===== src/rtl/shift_net_pkg.sv =====
`timescale 1ns/1ps
package shift_net_pkg;

    localparam int DATA_W = 8;
    localparam int AMT_W  = $clog2(DATA_W);
    localparam int SEL_W  = 3;

    typedef enum logic [1:0] {
        FILL_ZERO = 2'b00,
        FILL_SIGN = 2'b01,
        FILL_WRAP = 2'b10,
        FILL_RSVD = 2'b11
    } fill_mode_e;

    // one-hot three-way select: top = left leg, mid = pass, bot = right leg
    typedef struct packed {
        logic top;
        logic mid;
        logic bot;
    } mux_sel_t;

    function automatic mux_sel_t stage_select(input logic amt_bit, input logic to_msb);
        mux_sel_t s;
        s.top = amt_bit & to_msb;
        s.mid = ~amt_bit;
        s.bot = amt_bit & ~to_msb;
        return s;
    endfunction

endpackage


===== src/rtl/mux3_onehot.sv =====
`timescale 1ns/1ps
module mux3_onehot
    import shift_net_pkg::*;
#(
    parameter int W = 8
) (
    input  logic [W-1:0] top,
    input  logic [W-1:0] mid,
    input  logic [W-1:0] bot,
    input  mux_sel_t     sel,
    output logic [W-1:0] y
);
    always_comb begin
        y = ({W{sel.top}} & top) | ({W{sel.mid}} & mid) | ({W{sel.bot}} & bot);
    end
endmodule


===== src/rtl/shift_stage.sv =====
`timescale 1ns/1ps
module shift_stage
    import shift_net_pkg::*;
#(
    parameter int W    = 8,
    parameter int DIST = 1
) (
    input  logic [W-1:0] x,
    input  mux_sel_t     sel,
    input  fill_mode_e   mode,
    output logic [W-1:0] y
);
    logic [W-1:0]    moved_up;
    logic [W-1:0]    moved_down;
    logic [DIST-1:0] low_fill;
    logic [DIST-1:0] high_fill;

    always_comb begin
        // vacated low bits after a move toward the MSB
        low_fill = (mode == FILL_WRAP) ? x[W-1 -: DIST] : '0;
        // vacated high bits after a move toward the LSB
        unique case (mode)
            FILL_WRAP: high_fill = x[DIST-1:0];
            FILL_SIGN: high_fill = {DIST{x[W-1]}};
            default:   high_fill = '0;
        endcase
        moved_up   = {x[W-1-DIST:0], low_fill};
        moved_down = {high_fill, x[W-1:DIST]};
    end

    mux3_onehot #(.W(W)) u_mux (
        .top (moved_up),
        .mid (x),
        .bot (moved_down),
        .sel (sel),
        .y   (y)
    );
endmodule


===== src/rtl/shift_net.sv =====
`timescale 1ns/1ps
module shift_net
    import shift_net_pkg::*;
#(
    parameter  int DATA_W = shift_net_pkg::DATA_W,
    localparam int AMT_W  = $clog2(DATA_W),
    localparam int SEL_W  = shift_net_pkg::SEL_W * AMT_W
) (
    input  logic [DATA_W-1:0] din,
    input  logic              dir,
    input  logic [AMT_W-1:0]  amount,
    input  logic [1:0]        mode,
    output logic [DATA_W-1:0] dout,
    output logic [SEL_W-1:0]  stage_sel
);
    fill_mode_e        fill;
    logic [DATA_W-1:0] chain [AMT_W+1];

    assign fill     = fill_mode_e'(mode);
    assign chain[0] = din;

    for (genvar g = 0; g < AMT_W; g++) begin : g_stage
        mux_sel_t s;
        assign s = stage_select(amount[g], dir);
        assign stage_sel[3*g +: 3] = s;

        shift_stage #(.W(DATA_W), .DIST(1 << g)) u_stage (
            .x    (chain[g]),
            .sel  (s),
            .mode (fill),
            .y    (chain[g+1])
        );
    end

    assign dout = chain[AMT_W];
endmodule


===== config.mk =====
export PLATFORM = sky130hd
export DESIGN_NAME = shift_net
export DESIGN_NICKNAME = d
export VERILOG_FILES = /design/src/rtl/shift_net_pkg.sv /design/src/rtl/mux3_onehot.sv /design/src/rtl/shift_stage.sv /design/src/rtl/shift_net.sv
export SDC_FILE = /design/constraint.sdc
export NUM_CORES = 1
export LEC_CHECK = 0
export BUFFER_PORTS_ARGS = -buffer_cell sky130_fd_sc_hd__buf_4
export CELL_PAD_IN_SITES_DETAIL_PLACEMENT = 0
export CELL_PAD_IN_SITES_GLOBAL_PLACEMENT = 1
export CORE_MARGIN = 8
export CORE_UTILIZATION = 37
export DETAILED_ROUTE_END_ITERATION = 7
export GPL_TIMING_DRIVEN = 0
export PLACE_DENSITY_LB_ADDON = 0.1
export SETUP_SLACK_MARGIN = 0.15
export SLEW_MARGIN = 0
export SYNTH_ARGS = -nofsm -noshare
export SYNTH_HDL_FRONTEND = slang
export SYNTH_SLANG_ARGS = --single-unit
export TNS_END_PERCENT = 50

===== constraint.sdc =====
create_clock -name vclk -period 3.5
set_input_delay 0.7 -clock vclk [all_inputs]
set_output_delay 0.7 -clock vclk [all_outputs]
set_load 0.01 [all_outputs]

---- Word-level counts from Yosys, hierarchy flattened ----
Cells that the tools add are included.
Widths: inputs -> output; s select.
storage, ports and cells
  flip-flop bits (word level) ............. 0
  latch bits .............................. 0
  RAM bits ................................ 0
  ROM bits ................................ 0
  input port bits ......................... 14
  output and inout port bits .............. 17
  memories kept ........................... 0
operators by class
  $add $sub $neg .......................... 0
  multipliers ............................. 0
  divide/modulo/power cells ............... 0
  $lt $le $gt $ge ......................... 0
  equal/unequal tests ..................... 2
  shift-type cells ........................ 0
  muxes and demuxes ....................... 6
  bitwise logic cells ..................... 25
  reduce and logical (&&, ||, !) cells .... 0
operator list
  kind                count
  $and 8x8->8         9
  $or 8x8->8          6
  $pmux 4 s2          1
  $and 1x1->1         6
  $mux 4              1
  $not 1->1           4
  $pmux 2 s2          1
  $eq 2x1->1 const B  1
  $eq 2x2->1 const B  1
  $mux 2              1
  $pmux 1 s2          1
  $mux 1              1

---- Depth between registers and ports, before layout ----
  depth after elaboration ................. 13
  gate-level depth with buffers ........... 7
  mapped depth without buffers ............ 7

---- Hierarchy ----
A second synthesis with hierarchy kept.
unflattened totals
  cells, all modules ...................... 98
  area total of the unflattened synthesis .. 629.4 um^2
modules (own cells, without submodules)
  module                            instances  cells an instance  area each (um^2)
  mux3_onehot                       3          18                 120.1
  shift_stage (g_stage[2].u_stage)  1          17                 101.3
  shift_stage (g_stage[1].u_stage)  1          11                 68.8
  shift_stage (g_stage[0].u_stage)  1          7                  50.0
  shift_net                         1          9                  48.8

---- Worst setup path before layout ----
OpenSTA, ideal clock, no wires.
  path kind ............................... input to output
  start point ............................. input port mode[0]
  end point ............................... output port dout[6]
  arrival ................................. 1.929 ns
  data required time ...................... 2.800 ns
  slack ................................... 0.871 ns
  stages on the path ...................... 6
  path buffers ............................ 0
  cell sequence ........................... inv_1 > ha_1 > and2_1 > mux4_2 > a21oi_1 > o221ai_1
between the ends
  cells in the longest elaborated chain, start to end .. 11
  elaborated cells on any way between the ends .. 20
ends and longest elaborated chain
  element                                               RTL line           source
  start, declared                                       shift_net.sv:12    input logic [1:0] mode,
  branches (longest 10 deep; another with $and 8x8->8)  --
  $or 8x8->8 *                                          mux3_onehot.sv:14  y = ({W{sel.top}} & top) | ({W{sel.mid}} & mid) | ({W{sel.bot}} & bot);
  end, declared                                         shift_net.sv:13    output logic [DATA_W-1:0] dout,
Every way passes the cells marked *.

---- Worst setup path after layout ----
Same ends and word-level chain as after synthesis.

==> run_results.csv <==
group,metric,value,unit
status,status,"completed",
layout,multi_input_area,595.6,sq um
critical_path,path_class,"primary input to output pin",
die,fp.dieArea,0.003454,sq mm
power,clkPwrFrac,0,%
power,comb_power_share,100.0,%
detailed_routing,viasPerCell,5.845,
run,maxCapViolCount,0,
global_route,grt_pass1_wl,3739,um
layout,final_nets,141,
detailed_routing,vias,865,
detailed_routing,drt_iter0_drc,39,
sta,min_period_over_period,84.12,%
min_path,min_path_type,"primary input to output pin",
sta,slew_viol_final,0,
min_path,hold_end,"stage_sel[1]",
critical_path,worst_ep_required_time,2.80,ns
global_route,grt-ovfl-total,0,
die,core_area,0.001727,sq mm
layout,syn_to_final_growth,36.78,%
sta,period_needed,2.944,ns
logic_synthesis,postSynthAreaPerCell,7.201,sq um
layout,antenna_cells,0,
global_route,antenna_found_initial,0,
layout,layout.cells.non_filler,148,
layout,n_clock_buffer,0,
power,seqPwrFrac,0,%
layout,seq_cells,0,
logic_synthesis,yosys_warnings,0,
power,peakVddDrop,0.07867,mV
detailed_routing,wl_per_cell,15.17,um
min_path,hold_depth,3,
die,row_count,15,
detailed_routing,ant_nets,0,
global_route,grt_usage,12.90,%
sta,fmax,339.6,MHz
sta,hold_ws,1.743,ns
clock_tree,cts_resized,0,
min_path,hp-start,"amount[0]",
sta,hold_viol_final,0,
sta,grt_setup_unrepaired,"no",
power,powerDensity,147.7,mW/mm^2
detailed_routing,routed_wirelength,2245,um
logic_synthesis,synth.area.top_cells,"mux2i_1 (15%), o22ai_1 (7.4%), nor2_1 (7.2%)",
critical_path,critPathCaptureType,"output pin",
clock_tree,post_cts_buffers,0,
clock_tree,ctsHoldBuffers,0,
layout,drive_gt1_share,34.96,%
logic_synthesis,synthesis.instances,94,
die,ios,31,
placement,pre_cts_ws,0.5537,ns
critical_path,startpoint_type,"primary input",
global_route,grt_start_max_net_pins,11,
detailed_routing,dr.pass1.iters,4,
logic_synthesis,yosysSeqAreaShare,0,%
placement,dp.cells,148,
logic_synthesis,syn_nets,110,
sta,worst-slew-pin-transition,0.4565,ns
logic_synthesis,synth.top_cell.area_share,14.79,%
die,start_util,39.20,%
sta,setup_slack,0.5557,ns
layout,n_fill_cell,196,
logic_synthesis,yosysTopAreaCell,"mux2i_1",
placement,place_congestion,0.8282,
power,power_switching,70.05,uW
placement,io_buffers,29,
sta,setup_viol,0,
sta,relSlewSlack,69.25,%
placement,dp_hpwl,1760,um
critical_path,crit_path_max_fanout,7,
sta,setup_tns,0,ns
power,swShare,51.21,%
power,power_leakage,0.0004459,uW
logic_synthesis,synth_cell_types,30,
die,die_w,58.77,um
detailed_routing,route.detailed.drc,0,
layout,final_cell_mix,"buf_4 (32), nor2_1 (13), mux2i_1 (10), a21oi_1 (9)",
power,p_total,136.8,uW
critical_path,worst_ep_arrival_time,2.24,ns
power,internal_power,66.73,uW
global_route,grt_pass1_vias,811,
layout,mostFrequentLayoutCell,"buf_4",
die,die_h,58.77,um
logic_synthesis,syn_area,676.9,sq um
layout,seq_area,0,sq um
[how the worst max path moves through the flow]
stage	startpoint	to	slack, ns	cells past startpoint
2_1_floorplan	mode[0]	dout[6]	0.87	6
3_3_place_gp	mode[0]	dout[6]	0.54	8
3_5_place_dp	mode[0]	dout[6]	0.55	8
4_1_cts	mode[0]	dout[6]	0.55	8
5_1_grt	mode[0]	dout[6]	0.45	8
6_report	mode[0]	dout[6]	0.56	8
[power groups by stage]
stage | combinational (uW) | sequential [uW] | clock (uW)
global route | 150 | 0 | 0
finish | 137 | 0 | 0
floorplan | 80.8 | 0 | 0
CTS | 137 | 0 | 0
detailed placement | 137 | 0 | 0
global placement | 136 | 0 | 0
[final cells by class]
class | instances | share of cell area, %
Buffer | 8 | 6.351
Tap cell | 25 | 3.378
Timing Repair Buffer | 29 | 23.51
Multi-Input combinational cell | 80 | 64.32
Inverter | 6 | 2.432
[synth_stat cells]
cell type  instances
nor2_1            13
mux2i_1           10
a21oi_1            9
nand2_1            8
o22ai_1            8
inv_1              6
a211oi_1           5
o221ai_1           4
buf_4              3
o21ai_0            3
buf_6              2
ha_1               2
mux2_1             2
mux4_2             2
nand3_1            2
a22o_1             1
a22oi_1            1
a311oi_1           1
a32o_2             1
and2_1             1
and2_4             1
and3_1             1
buf_2              1
clkbuf_1           1
clkbuf_2           1
mux2_2             1
mux2_4             1
mux4_1             1
nor2b_1            1
o2111ai_2          1
[critical path, cell delays in order]
cell      delay (ns)
buf_4           0.08
inv_1           0.03
ha_1            0.26
and2_1          0.20
mux4_2          0.45
a21oi_1         0.22
o221ai_1        0.13
buf_4           0.17
[metrics by stage]
stage	area, sq um	utilization (%)
6_report	925.9	53.62
5_1_grt	925.9	53.62
4_1_cts	925.9	53.62
3_5_place_dp	925.9	53.62
3_3_place_gp	925.9	53.62
2_1_floorplan	676.9	-
[kinds of logic after synthesis]
| logic type | count (synthesis) | synth area share, % |
|---|---|---|
| AO/OA/AOI/OAI | 34 | 34.56 |
| AND/OR/NAND/NOR | 27 | 17.19 |
| adder cells (fa/ha/maj) | 2 | 3.696 |
| multiplexers | 17 | 32.53 |
| buffers and inverters | 14 | 12.01 |
[metal layers]
metal	share of wire, %	up-vias	GRT usage [%]	wire length, um
li1	-	424	-	-
met1	42	403	16.50	952
met2	48	36	22.43	1081
met3	8.6	2	1.957	192
met5	0	-	0	0
met4	0.80	0	1.706	18
Note: power is estimated with default switching activity, not from simulation.
